$ cat src/rtl/refill_pkg.sv
package refill_pkg;
  typedef enum logic [1:0] {
    ST_IDLE = 2'd0,
    ST_REQ  = 2'd1,
    ST_DATA = 2'd2,
    ST_DONE = 2'd3
  } refill_state_e;

  localparam logic [1:0] LS_WORD = 2'b00;
  localparam logic [1:0] LS_QUAD = 2'b01;
  localparam logic [1:0] LS_OCT  = 2'b10;
endpackage

$ cat src/rtl/refill_geom.sv
module refill_geom
  import refill_pkg::*;
#(
  parameter int ADDR_W    = 32,
  parameter int MID_WORDS = 4,
  parameter int MAX_WORDS = 8,
  localparam int OFS_W    = $clog2(MAX_WORDS)
) (
  input  logic [ADDR_W-1:0] miss_addr,
  input  logic [1:0]        line_sel,
  input  logic              instr_side,
  output logic [OFS_W-1:0]  mask,
  output logic [ADDR_W-1:0] base,
  output logic [OFS_W-1:0]  start_ofs
);
  logic [ADDR_W-1:0] byte_mask;

  // line size code to word-offset mask
  always_comb begin
    case (line_sel)
      LS_QUAD: mask = OFS_W'(MID_WORDS - 1);
      LS_OCT:  mask = OFS_W'(MAX_WORDS - 1);
      default: mask = '0;
    endcase
  end

  assign byte_mask = {{(ADDR_W-OFS_W-2){1'b0}}, mask, 2'b11};
  assign base      = miss_addr & ~byte_mask;
  assign start_ofs = instr_side ? (miss_addr[OFS_W+1:2] & mask) : '0;
endmodule

$ cat src/rtl/refill_addr_gen.sv
module refill_addr_gen #(
  parameter int ADDR_W    = 32,
  parameter int MAX_WORDS = 8,
  localparam int OFS_W    = $clog2(MAX_WORDS)
) (
  input  logic              clk,
  input  logic              rst_n,
  input  logic              load,
  input  logic              adv,
  input  logic [ADDR_W-1:0] base_in,
  input  logic [OFS_W-1:0]  mask_in,
  input  logic [OFS_W-1:0]  start_in,
  output logic [ADDR_W-1:0] cur_addr,
  output logic [OFS_W-1:0]  cur_ofs,
  output logic [OFS_W-1:0]  mask_q,
  output logic              last
);
  logic [ADDR_W-1:0] base_q;
  logic [OFS_W-1:0]  ofs_q, cnt_q;
  logic [OFS_W-1:0]  ofs_nxt, cnt_nxt;

  always_comb begin
    ofs_nxt = ofs_q;
    cnt_nxt = cnt_q;
    if (adv) begin
      ofs_nxt = (ofs_q + 1'b1) & mask_q;
      cnt_nxt = cnt_q + 1'b1;
    end
  end

  always_ff @(posedge clk or negedge rst_n) begin
    if (!rst_n) begin
      base_q <= '0;
      mask_q <= '0;
      ofs_q  <= '0;
      cnt_q  <= '0;
    end else if (load) begin
      base_q <= base_in;
      mask_q <= mask_in;
      ofs_q  <= start_in;
      cnt_q  <= '0;
    end else if (adv) begin
      ofs_q  <= ofs_nxt;
      cnt_q  <= cnt_nxt;
    end
  end

  assign cur_ofs  = ofs_q;
  assign cur_addr = base_q | {{(ADDR_W-OFS_W-2){1'b0}}, ofs_q, 2'b00};
  assign last     = (cnt_q == mask_q);
endmodule

$ cat src/rtl/refill_ctrl.sv
module refill_ctrl
  import refill_pkg::*;
(
  input  logic clk,
  input  logic rst_n,
  input  logic miss_valid,
  input  logic single_in,
  input  logic bus_ack,
  input  logic rdata_valid,
  input  logic last_beat,
  output logic load,
  output logic adv,
  output logic bus_req,
  output logic beat_valid,
  output logic done,
  output logic busy,
  output logic single_q
);
  refill_state_e state_q, state_nxt;

  always_comb begin
    state_nxt = state_q;
    case (state_q)
      ST_IDLE: if (miss_valid) state_nxt = ST_REQ;
      ST_REQ:  if (bus_ack) state_nxt = ST_DATA;
      ST_DATA: begin
        if (rdata_valid) begin
          if (last_beat)     state_nxt = ST_DONE;
          else if (single_q) state_nxt = ST_REQ;
          else               state_nxt = ST_DATA;
        end
      end
      default: state_nxt = ST_IDLE;
    endcase
  end

  always_ff @(posedge clk or negedge rst_n) begin
    if (!rst_n) begin
      state_q  <= ST_IDLE;
      single_q <= 1'b0;
    end else begin
      state_q <= state_nxt;
      if (load) single_q <= single_in;
    end
  end

  assign load       = (state_q == ST_IDLE) && miss_valid;
  assign adv        = (state_q == ST_DATA) && rdata_valid;
  assign beat_valid = adv;
  assign bus_req    = (state_q == ST_REQ);
  assign done       = (state_q == ST_DONE);
  assign busy       = (state_q != ST_IDLE);
endmodule

$ cat src/rtl/refill_burst_seq.sv
module refill_burst_seq #(
  parameter int ADDR_W    = 32,
  parameter int MID_WORDS = 4,
  parameter int MAX_WORDS = 8,
  localparam int OFS_W    = $clog2(MAX_WORDS),
  localparam int LEN_W    = OFS_W + 1
) (
  input  logic              clk,
  input  logic              rst_n,
  input  logic              miss_valid,
  input  logic [ADDR_W-1:0] miss_addr,
  input  logic [1:0]        line_sel,
  input  logic              instr_side,
  input  logic              burst_en,
  output logic              bus_req,
  output logic [ADDR_W-1:0] bus_addr,
  output logic [LEN_W-1:0]  bus_len,
  input  logic              bus_ack,
  input  logic              rdata_valid,
  output logic              beat_valid,
  output logic [ADDR_W-1:0] beat_addr,
  output logic [OFS_W-1:0]  beat_idx,
  output logic              done,
  output logic              busy
);
  logic [OFS_W-1:0]  g_mask, g_start, mask_q, cur_ofs;
  logic [ADDR_W-1:0] g_base, cur_addr;
  logic load, adv, last, single_in, single_q;

  refill_geom #(.ADDR_W(ADDR_W), .MID_WORDS(MID_WORDS), .MAX_WORDS(MAX_WORDS)) i_geom (
    .miss_addr (miss_addr),
    .line_sel  (line_sel),
    .instr_side(instr_side),
    .mask      (g_mask),
    .base      (g_base),
    .start_ofs (g_start)
  );

  // one-word line or bursting off: one request per word
  assign single_in = !burst_en || (g_mask == '0);

  refill_ctrl i_ctrl (
    .clk        (clk),
    .rst_n      (rst_n),
    .miss_valid (miss_valid),
    .single_in  (single_in),
    .bus_ack    (bus_ack),
    .rdata_valid(rdata_valid),
    .last_beat  (last),
    .load       (load),
    .adv        (adv),
    .bus_req    (bus_req),
    .beat_valid (beat_valid),
    .done       (done),
    .busy       (busy),
    .single_q   (single_q)
  );

  refill_addr_gen #(.ADDR_W(ADDR_W), .MAX_WORDS(MAX_WORDS)) i_agen (
    .clk     (clk),
    .rst_n   (rst_n),
    .load    (load),
    .adv     (adv),
    .base_in (g_base),
    .mask_in (g_mask),
    .start_in(g_start),
    .cur_addr(cur_addr),
    .cur_ofs (cur_ofs),
    .mask_q  (mask_q),
    .last    (last)
  );

  assign bus_addr  = cur_addr;
  assign bus_len   = single_q ? LEN_W'(1) : ({1'b0, mask_q} + LEN_W'(1));
  assign beat_addr = cur_addr;
  assign beat_idx  = cur_ofs;
endmodule

$ cat config.mk
export PLATFORM = sky130hd
export DESIGN_NAME = refill_burst_seq
export DESIGN_NICKNAME = d
export VERILOG_FILES = /design/src/rtl/refill_pkg.sv /design/src/rtl/refill_geom.sv /design/src/rtl/refill_addr_gen.sv /design/src/rtl/refill_ctrl.sv /design/src/rtl/refill_burst_seq.sv
export SDC_FILE = /design/constraint.sdc
export NUM_CORES = 1
export LEC_CHECK = 0
export BUFFER_PORTS_ARGS = -buffer_cell sky130_fd_sc_hd__buf_2
export CAP_MARGIN = 20
export CORE_ASPECT_RATIO = 1.2
export CORE_MARGIN = 4
export CORE_UTILIZATION = 41
export CTS_CLUSTER_DIAMETER = 150
export DETAILED_ROUTE_END_ITERATION = 6
export PLACE_DENSITY = 0.8
export SETUP_SLACK_MARGIN = 0.1
export SLEW_MARGIN = 20
export SYNTH_ARGS = -nofsm -noshare
export SYNTH_HDL_FRONTEND = slang
export SYNTH_SLANG_ARGS = --single-unit
$ cat constraint.sdc
create_clock -name clk -period 1.2 [get_ports clk]
set_input_delay 0.24 -clock clk [delete_from_list [all_inputs] [get_ports clk]]
set_output_delay 0.24 -clock clk [all_outputs]
set_load 0.1 [all_outputs]
Yosys cells after proc, flatten, opt, wreduce, memory -nomap -nowiden

Cells that the tools add are included.

Flip-flop bits (word level): 44
Input bits: 41
Output and inout port bits: 75

Add/subtract/negate cells: 3
Equality and inequality tests: 9
Mux-type cells: 13
Bitwise operators: 5
Reductions and logical operators: 9

Operators by type and width:

| kind                                                   | count |
|---|---|
| AND 32 bit                                             | 1 |
| NOT 5 -> 32 bit                                        | 1 |
| OR 32 x 5 -> 32 bit                                    | 1 |
| 2-to-1 mux 3 bit                                       | 5 |
| 2-to-1 mux 2 bit                                       | 5 |
| adder 3 x 1 -> 3 bit (second input constant)           | 2 |
| AND 3 bit                                              | 2 |
| equality test 2 bit (second input constant)            | 3 |
| one-hot mux 2 bit (3 select lines)                     | 1 |
| one-hot mux 3 bit (2 select lines)                     | 1 |
| adder 3 x 1 -> 4 bit (second input constant)           | 1 |
| equality test 2 x 1 -> 1 bit (second input constant)   | 2 |
| 2-to-1 mux 4 bit                                       | 1 |
| inequality test 2 bit (second input constant)          | 2 |
| nonzero test 2 bit                                     | 2 |
| equality test 3 bit                                    | 1 |
| zero test 3 bit                                        | 1 |
| AND reduction 3 bit                                    | 1 |
| logical AND 1 bit                                      | 2 |
| zero test 2 bit                                        | 1 |
| inequality test 2 x 1 -> 1 bit (second input constant) | 1 |
| zero test 1 bit                                        | 1 |
| logical OR 1 bit                                       | 1 |

Depth between registers and ports, before layout

Gate-level depths: netlist (run 1).

Word-level depth: 5
Mapped depth: 5
Depth with buffers taken out: 5

Cells and area by module

A second synthesis (run 1) with hierarchy kept.

Cell total of the unflattened synthesis: 239
Area, all modules: 2830.2 µm²

Modules (own cells, without submodules):

| module           | instances | cells an instance | area an instance (µm²) | sequential area each (µm²) |
|---|---|---|---|---|
| refill_addr_gen  | 1         | 141               | 2048.2                 | 1026.0 |
| refill_burst_seq | 1         | 40                | 300.3                  | 0.0 |
| refill_geom      | 1         | 40                | 294.0                  | 0.0 |
| refill_ctrl      | 1         | 18                | 187.7                  | 75.1 |

Worst setup path before layout (run 1)

OpenSTA, ideal clock, no wires.

Path kind: reg-to-reg
Start: register i_ctrl.state_q[1]
End: register i_ctrl.state_q[0]
Library setup time: 0.085 ns
Arrival: 2.198 ns
Setup slack: -1.083 ns
Cell stages (with the launch flop): 4
Path buffers: 0
Cells stage by stage: dfrtp_1 nor2b_1 a211oi_1 a31oi_1

Longest elaborated chain between the ends: 3
Elaborated cells between the ends (all ways): 8
Classes of those cells: eq/ne (5); mux (1); reduce/logical (2)

Ends and longest elaborated chain:

| what                                            | RTL line               | source |
|---|---|---|
| start: declaration                              | refill_ctrl.sv:19      | `refill_state_e state_q, state_nxt;` |
| start signal: assignment                        | refill_ctrl.sv:42      | `state_q <= state_nxt;` |
| equality test 2 x 1 -> 1 bit *                  | n/a                    |  |
| via bus_req                                     | refill_burst_seq.sv:15 | `output logic bus_req,` |
| inequality test 2 x 1 -> 1 bit (no source line) | n/a                    |  |
| AND reduction 3 bit (no source line)            | n/a                    |  |

Mark *: on every way through the listed nets, which the timed path passes. The rest lies on a longest branch.
A chain may end at the register's enable or synchronous reset.

Final worst setup path (run 1)

Start: register i_agen.mask_q[2]
End: output bus_len[2]

Longest elaborated chain between the ends: 2

Ends and longest elaborated chain:

| what                     | RTL line               | source |
|---|---|---|
| start: declaration       | refill_addr_gen.sv:15  | `output logic [OFS_W-1:0] mask_q,` |
| start signal: assignment | refill_addr_gen.sv:39  | `mask_q <= mask_in;` |
| adder 3 x 1 -> 4 bit     | refill_burst_seq.sv:74 | `assign bus_len = single_q ? LEN_W'(1) : ({1'b0, mask_q} + LEN_W'(1));` |
| 2-to-1 mux 4 bit         | refill_burst_seq.sv:74 |  |
| end: declaration         | refill_burst_seq.sv:17 | `output logic [LEN_W-1:0] bus_len,` |

No other way between the ends.

==> results by group, run 1 <==
Logic synthesis
  • Mapped Area: approximately 2300 sq um
  • Warnings, synthesis: 0
  • Most numerous cell in the Yosys netlist: buf_4
  • Ranking of synthesized cells by area: dfrtp_1 (45%), buf_4 (21%), mux2_2 (14%)
  • Sequential element share of the synthesized area: a little under half
  • Cells after Synth: 201
  • Syn avg cell area: 11.3 sq um
  • Area share of the largest cell type after synthesis: between 40% and 50%
  • Dominant synthesized flop cell: dfrtp_1
  • Yosys top cell by area: dfrtp_1
  • Synth cell types: 31
  • Synth async-reset ratio: 100%
  • Post-synth EDFFs: 0
  • Commonest cells in the netlist: buf_4 (64), dfrtp_1 (41), mux2_2 (28), inv_1 (8)
  • Seq cells post-synth: 41

Critical path
  • Crit-path leading delay family: flip-flops
  • Crit Path Max Fanout: 2
  • Flop2flop setup slack: -290 ps
  • Worst Path Required: 960 ps
  • Setup Crit Path Kind: reg -> out
  • CP endpoint kind: output port
  • CP arrival: approximately 1300 ps
  • Critical path, cell by cell: ha_1 -> nor2b_4 -> buf_12
  • Critical-path top delay cell: dfrtp_1
  • Startpoint types: flip-flop
  • Buf/Inv on CP: 1
  • CP max stage delay: 400 ps

Timing
  • Period utilisation layout: 130%
  • RSZ-0062 raised after global routing: true
  • Final Worst Setup Slack: -361 ps
  • Final setup fails: 57
  • Hold Fails Final Rpt: 0
  • Maximum clock rate: 640 MHz
  • Final Slew Violations: 0
  • Clk_skew: around 8.6 ps
  • Final min period: 1560 ps

Routing
  • DR iter-0 viols: 70
  • Final WL: between 6 and 7 mm
  • DR WL/cell: roughly 19 um
  • Via density: 4.91
  • Drt drc: 0
  • 1st-pass router iterations: 4
  • Vias: about 1,700
  • Antenna violation net count after detailed routing: 0

Clock network
  • CTS buffer count: 5
  • Clock sink count: 41
  • Clock network latency to the later pin of the worst-skew pair: 290 ps
  • Clk root buf: clkbuf_8
  • Max Root-Sink Buffers: 2
  • CTS clk-pin slew, worst paths: 80 ps
  • CTS tree: built
  • H-tree depth: 2

Final layout
  • Layout cells sized above 1: 82.6%
  • Final net count: 338
  • Antenna cells: 0
  • Fin area: around 4300 sq um
  • Final Util: 81.2%
  • Area Overhead vs Synth: 91.4%

Run
  • Max cap viols: 0

Place
  • IO Port Bufs: 108
  • Placed cell areas: 3690 sq um
  • Hpwl dp: 4.26 mm
  • Routability Congestion: 0.772

Floorplan
  • Die area: 6780 sq um
  • Row count: 29
  • Die Y-Extent: about 89 um
  • IO Count: 116
  • Initial core utilization: 42.4%
  • Core area: 5330 sq um
  • Die X: 75.8 um

GRT
  • Pin count of the biggest net entering global routing: 42
  • Total gr overflow: 0
  • Vias in the first global route: 1,871
  • Global-route wire length before repair: 9.86 mm
  • Gr usage total: 19.6%
  • Initial antenna violation count: 0

Status
  • Failing checks: setup timing
  • Status: finished, violations left

Min path
  • HP Class: in -> reg
-- area by class of cell --
type	count	area (sq um)
Timing Repair Buffer	149	2110
Sequential cell	41	1070
Clock buffer	6	72.6
Inverter	8	30.0
Multi-Input combinational cell	88	957
Fill cell	257	1000
Clock inverter	1	5.00
Tap cell	62	77.6
-- kinds of logic (layout without fill, tap and decap cells) --
logic type,count (synthesis),after routing,share of synthesized area (%)
buffers and inverters,76,164,24.0
DFF,41,41,45.3
muxes,31,31,15.3
and+or+nand+nor,31,31,8.35
AOI/OAI and AO/OA,14,14,3.54
adders and majority gates,4,4,2.21
xor gates and xnor gates,3,3,1.16
other,1,5,0.166
-- routing by layer --
metal	vias up	track usage (%)	part of all wire (%)
met5	-	0	0
met4	0	8.43	1.4
met3	10	4.95	6.5
met2	73	35.7	58
met1	871	20.9	34
li1	790	-	-
-- cell usage in the layout, fill, tap and decap left out, drive strengths merged --
cell / instances
nor3b: 1
and3: 2
nor3: 1
conb: 5
nor2: 5
clkinv: 1
a32oi: 1
o21ai: 6
nor2b: 4
ha: 4
a21oi: 3
nand3: 3
mux2: 28
xnor2: 2
or2: 5
clkbuf: 7
nand2: 1
dlygate4sd3: 1
nand4: 2
nand3b: 1
and3b: 1
buf: 147
a31oi: 3
nand4b: 2
inv: 8
nand2b: 1
dfrtp: 41
a211oi: 1
mux2i: 3
and2: 2
xor2: 1
-- stage by stage --
step / TNS, ps / worst slack (ps) / hold WS (ps) / instances
after floorplan: -6000 / -298 / -55.6 / 205
after global placement: -5670 / -167 / 225 / 321
after detailed placement: -6680 / -191 / 232 / 321
after CTS: -12540 / -346 / 113 / 349
after global routing: -15930 / -390 / 121 / 355
final: -12430 / -361 / 125 / 355
-- sequential cells by signal, summed over array words and instances, names as in the netlist --
signal / cells
i_agen.base_q: 30
i_agen.cnt_q: 3
i_agen.cur_ofs: 3
i_agen.mask_q: 2
i_ctrl.state_q: 2
i_ctrl.single_q: 1
-- what timing repair did --
action | in CTS | in global routing
resized for setup | 78 | 14
hold buffers | 1 | 0
cloned | 4 | 1
pin swaps | 8 | 4
buffers inserted | 16 | 8
endpoints found under the setup margin | 111 | 111
endpoints found under the hold margin | 41 | 0
-- final timing paths --
kind                       depth (start not counted)              start           endpoint
min in group asynchronous                          3              rst_n   i_agen.base_q[4]
min reg2reg                                        2   i_agen.base_q[4]   i_agen.base_q[4]
max in group asynchronous                          3              rst_n   i_agen.base_q[8]
max reg2reg                                        5  i_agen.cur_ofs[0]  i_agen.cur_ofs[1]
max                                                3   i_agen.mask_q[2]         bus_len[2]
min                                                2           burst_en    i_ctrl.single_q
Power of run 1 is not shown: default switching activity piles up to over one toggle a cycle in this logic, so the estimate is an artifact.
==> run 2: changes to the inputs <==
Settings changed: BUFFER_PORTS_ARGS -buffer_cell sky130_fd_sc_hd__buf_2 to default, CORE_UTILIZATION 41 to 55, DONT_BUFFER_PORTS from default to 1, PLACE_DENSITY 0.8 to 0.77, SYNTH_HIERARCHICAL from default to 1.
==> results by group, run 2 <==
Logic synthesis
  • Mapped Area: approximately 2800 sq um
  • Post-synth EDFFs: 0
  • Sequential element share of the synthesized area: 38.9%
  • Dominant synthesized flop cell: dfrtp_1
  • Seq cells post-synth: 44
  • Yosys top cell by area: dfrtp_1
  • Syn avg cell area: 11.8 sq um
  • Most numerous cell in the Yosys netlist: buf_4
  • Cells after Synth: 239
  • Area share of the largest cell type after synthesis: 38.9%
  • Commonest cells in the netlist: buf_4 (92), dfrtp_1 (44), mux2_4 (33), nor2_1 (6), nand2_1 (5)
  • Synth cell types: 37
  • Synth async-reset ratio: 100%
  • Warnings, synthesis: 6
  • Ranking of synthesized cells by area: dfrtp_1 (39%), buf_4 (24%), mux2_4 (18%)

Timing
  • Period utilisation layout: 133%
  • Hold Fails Final Rpt: 44
  • Maximum clock rate: 627 MHz
  • Clk_skew: 3.90 ps
  • Final setup fails: 63
  • Worst hold slack: -365 ps
  • Final Slew Violations: 0
  • Setup TNS: -19,110 ps
  • Final min period: 1590 ps
  • RSZ-0062 raised after global routing: true
  • Final Worst Setup Slack: -394 ps

GRT
  • Busiest grt layer: met2
  • GR Util met2: 33.2%
  • Initial antenna violation count: 0
  • Total gr overflow: 0
  • Vias in the first global route: 1,755
  • Met1 Use GR: between 20% and 30%
  • Met3 GRT Util: 6.15%
  • Gr usage total: about a fifth
  • Global-route wire length before repair: 8.92 mm
  • Pin count of the biggest net entering global routing: 45

Final layout
  • FILL cells: 270
  • Commonest non-fill, non-tap cell in the layout: buf_12
  • Final net count: 282
  • Max FFs per register: 32
  • Largest Register: i_agen/base_q
  • Final Util: 77.3%
  • Most frequent cells in the layout: buf_12 (45), mux2_4 (36), dfrtp_2 (30)
  • Area Overhead vs Synth: 35.9%
  • Count of non-filler cells in the finished layout: a little under 300
  • Layout cells sized above 1: 82.4%
  • Antenna cells: 0

Critical path
  • Setup Crit Path Kind: reg -> out
  • CP endpoint kind: output port
  • Startpoint types: flip-flop
  • Most common cell type on the critical path: buf_6
  • Buf/Inv on CP: 3
  • Crit-path leading delay family: flip-flops
  • Crit Path Max Fanout: 3
  • CP arrival: 1350 ps
  • Critical path, cell by cell: buf_6 -> buf_6 -> nand2_2 -> nor2_4 -> buf_12
  • CP max stage delay: 430 ps
  • Levels on crit path: 5
  • Worst Path Required: 960 ps
  • Critical-path top delay cell: dfrtp_1
  • R2R depth: 5

Clock network
  • Clk root buf: clkbuf_8
  • Clock network latency to the later pin of the worst-skew pair: between 200 and 300 ps
  • H-tree depth: 2
  • Clock sink count: 44
  • Max Root-Sink Buffers: 2
  • CTS buffer count: 5
  • CTS clk-pin slew, worst paths: 80 ps
  • CTS tree: built

Routing
  • Vias: 1,552
  • Via density: 5.21
  • 1st-pass router iterations: 4
  • Antenna violation net count after detailed routing: 0
  • DR iter-0 viols: slightly above 40
  • Drt drc: 0
  • Final WL: 6.23 mm
  • DR WL/cell: about 21 um

Floorplan
  • IO Count: 116
  • Row count: 28
  • Die area: approximately 6400 sq um
  • Die X: 73.5 um
  • Die Y-Extent: 86.6 um
  • Core area: 4970 sq um
  • Initial core utilization: between 50 and 60%

Status
  • Status: finished, violations left
  • Failing checks: hold timing, setup timing

Place
  • Hpwl dp: 3.87 mm
  • Routability Congestion: 0.779
  • Placed Cells: 261
  • IO Port Bufs: 0

Min path
  • HP Class: in -> async

Run
  • Max cap viols: 0
==> run 2: cells by family after synthesis <==
family	synth area share, %
compound gates	2.43
other cells	0.132
mux	19.8
simple gates	6.81
buf+inv	28.3
flops	38.9
xor+xnor	1.86
fa+ha+maj	1.77
==> run 2: layout make-up <==
| cell class | count | area (sq um) | area share, % |
|---|---|---|---|
| Tap cell | 60 | 75.1 | 1.95 |
| Multi-Input combinational cell | 92 | 1100 | 28.7 |
| Clock inverter | 2 | 10.0 | 0.260 |
| Sequential cell | 44 | 1150 | 29.9 |
| Clock buffer | 6 | 82.6 | 2.15 |
| Inverter | 6 | 27.5 | 0.716 |
| Timing Repair Buffer | 88 | 1400 | 36.4 |
==> run 2: worst paths after layout <==
| check | startpoint | endpoint | slack, ps |
|---|---|---|---|
| worst min-delay path | rst_n | i_ctrl/state_q[1] | -370 |
| worst max register to register | i_ctrl/state_q[1] | i_agen/base_q[7] | -370 |
| worst max-delay path | i_agen/mask_q[1] | bus_len[3] | -390 |
| worst min register to register | i_agen/base_q[2] | i_agen/base_q[2] | 530 |
| min in group clk | bus_ack | i_ctrl/state_q[1] | 90 |
| max in group asynchronous | rst_n | i_agen/base_q[19] | 1460 |
==> run 2: stage by stage <==
stage / setup WS [ps] / area (sq um)
3_5_place_dp: -334 / 3170
2_1_floorplan: -443 / 3150
4_1_cts: -372 / 3600
6_report: -394 / 3850
3_3_place_gp: -267 / 3170
5_1_grt: -437 / 3850
==> run 2: layer usage <==
metal / wire, um / vias to the layer above
li1: - / 681
met4: 75 / 0
met2: 3510 / 65
met3: 387 / 6
met5: 0 / -
met1: 2260 / 800
==> run 2: repair_timing <==
action	CTS	global route
pin swaps	8	7
gates cloned	1	3
hold endpoints to repair	44	44
endpoints found under the setup margin	119	119
resized for setup	37	29
setup buffers	20	5
Power of run 2 is left out for the same reason.
==> run 3: changes to the inputs <==
Settings changed: ABC_AREA from default to 1, MAX_ROUTING_LAYER from default to met4, REMOVE_ABC_BUFFERS from default to 1.
==> results by group, run 3 <==
Place
  • Routability Congestion: approximately 0.8
  • IO Port Bufs: 0
  • Placed Cells: 367
  • Hpwl dp: between 3 and 4 mm
  • Placed cell areas: 3070 sq um

Logic synthesis
  • Yosys top cell by area: dfrtp_1
  • Synth cell types: 23
  • Mapped Area: 2740 sq um
  • Seq cells post-synth: 44
  • Synth Area in XOR/XNOR: 0.639%
  • Synth async-reset ratio: between 90% and 100%
  • Ranking of synthesized cells by area: dfrtp_1 (40%), buf_4 (25%), nand2_1 (18%)
  • Sequential element share of the synthesized area: roughly 40%
  • Cells after Synth: 353
  • Dominant synthesized flop cell: dfrtp_1
  • Warnings, synthesis: 6
  • Area share of the largest cell type after synthesis: 40.2%
  • Post-synthesis simple-gate area fraction: 24.4%
  • Commonest cells in the netlist: nand2_1 (134), buf_4 (93), dfrtp_1 (44), inv_1 (23), nor2_1 (16)
  • Mux share of post-synthesis cell area: 0%
  • Syn avg cell area: 7.76 sq um
  • Post-synth EDFFs: 0
  • Largest family of logic cells by synthesized area: buffers and inverters
  • Most numerous cell in the Yosys netlist: nand2_1
  • Post-Synth Adder-Cell Area: 1.83%
  • Synth Area in Compound Gates: 1.37%

Floorplan
  • Core area: 4700 sq um
  • Die Y-Extent: between 80 and 90 um
  • Die X: approximately 72 um
  • Die area: 6180 sq um
  • Initial core utilization: 58.4%
  • IO Count: 116
  • Row count: 27

Status
  • Status: finished, violations left
  • Failing checks: hold timing, setup timing

Final layout
  • Layout cells sized above 1: 74.0%
  • Fin area: 4220 sq um
  • FF/Latch Area: approximately 1100 sq um
  • Largest Register: i_agen/base_q
  • Final net count: 394
  • Antenna cells: 0
  • Most frequent cells in the layout: nand2_2 (72), buf_12 (53), nand2_1 (36)
  • Area Overhead vs Synth: 53.8%
  • FILL cells: 167
  • Count of non-filler cells in the finished layout: between 400 and 500
  • Commonest non-fill, non-tap cell in the layout: nand2_2
  • Multi-input combinational cell area: 1260 sq um
  • Max FFs per register: 32

Clock network
  • Clock network latency to the later pin of the worst-skew pair: 300 ps
  • Max Root-Sink Buffers: 2
  • CTS tree: built
  • CTS clk-pin slew, worst paths: ~90 ps
  • Clock sink count: 44
  • CTS buffer count: 5
  • H-tree depth: 2
  • Clk root buf: clkbuf_8

Routing
  • Antenna violation net count after detailed routing: 0
  • Vias: approximately 2,300
  • Via density: 5.60
  • Final WL: 9.24 mm
  • 1st-pass router iterations: 4
  • DR WL/cell: ~23 um
  • Drt drc: 0
  • DR iter-0 viols: 108

Critical path
  • CP endpoint kind: output port
  • CP arrival: roughly 1300 ps
  • Setup Crit Path Kind: reg -> out
  • Crit Path Max Fanout: 2
  • Startpoint types: flip-flop
  • Worst Path Required: ~960 ps

GRT
  • Total gr overflow: 0
  • Vias in the first global route: 2,346
  • Pin count of the biggest net entering global routing: 45
  • Global-route wire length before repair: 11.6 mm
  • Gr usage total: about a quarter
  • Initial antenna violation count: 0

Timing
  • Hold Fails Final Rpt: 44
  • Final Worst Setup Slack: -380 ps
  • Final min period: 1580 ps
  • Period utilisation layout: 132%
  • Final setup fails: between 60 and 70
  • RSZ-0062 raised after global routing: true
  • Worst hold slack: -378 ps
  • Maximum clock rate: 633 MHz
  • Final Slew Violations: 0
  • Clk_skew: 8.86 ps

Min path
  • HP Class: in -> async

Run
  • Max cap viols: 0
==> run 3: cell count changes after synthesis, sizes merged, moves of 4 or more <==
cell,change
nand3,+9
inv,+19
mux2,-37
nor2,+11
nor2b,-4
nand2,+131
==> run 3: cell type report <==
class	instances	area share, %
timing repair buffer	89	36.5
multi-input combinational	183	30.0
sequential	44	27.1
inverter	26	2.79
clock buffer	7	1.81
tap	58	1.72
clock inverter	1	0.119
==> run 3: cells by family after synthesis <==
family | after synthesis
simple gates | 168
flops | 44
xor+xnor | 2
compound gates | 7
buf+inv | 127
fa+ha+maj | 4
other cells | 1
==> run 3: per-stage QoR <==
step | setup slack (ps) | TNS [ps] | hold WS [ps] | utilization [%]
CTS | -374 | -9670 | -375 | 82.2
global route | -439 | -14090 | -396 | 89.8
finish | -380 | -10450 | -378 | 89.8
detailed placement | -162 | -4430 | -53.9 | 65.3
global placement | -105 | -3040 | -54.0 | 65.3
floorplan | -2250 | -89530 | -55.6 | -
==> run 3: what timing repair did <==
| item | 4_1_cts | 5_1_grt |
|---|---|---|
| cloned | 8 | 1 |
| pin swaps | 25 | 49 |
| hold endpoints to repair | 44 | 44 |
| endpoints found under the setup margin | 119 | 119 |
| setup buffers | 19 | 12 |
| resized for setup | 109 | 107 |
==> run 3: routing by layer <==
| layer | global-route usage [%] | up-vias | share of wire (%) |
|---|---|---|---|
| met2 | 45.3 | 150 | 54 |
| li1 | - | 957 | - |
| met4 | 13.3 | 0 | 6.3 |
| met5 | - | - | 0 |
| met3 | 4.86 | 63 | 6.3 |
| met1 | 25.7 | 1113 | 33 |
==> run 3: worst max-delay path, stage by stage (launching register included) <==
cell and delay [ps]:
dfrtp_1 440, ha_4 190, nor2_1 180, nor2_4 70, buf_12 160
==> run 3: final timing paths <==
kind                                    from                 to  slack, ps  depth (start not counted)
setup / recovery            i_agen/mask_q[0]         bus_len[2]       -380                          4
hold / removal                         rst_n   i_agen/base_q[3]       -380                          0
setup reg to reg           i_ctrl/state_q[0]  i_agen/cur_ofs[2]       -260                          9
hold reg to reg             i_agen/base_q[2]   i_agen/base_q[2]        580                          2
max in group asynchronous              rst_n   i_agen/base_q[7]       1480                          0
min in group clk                miss_addr[6]   i_agen/base_q[6]         40                          2
Power of run 3 is left out for the same reason.
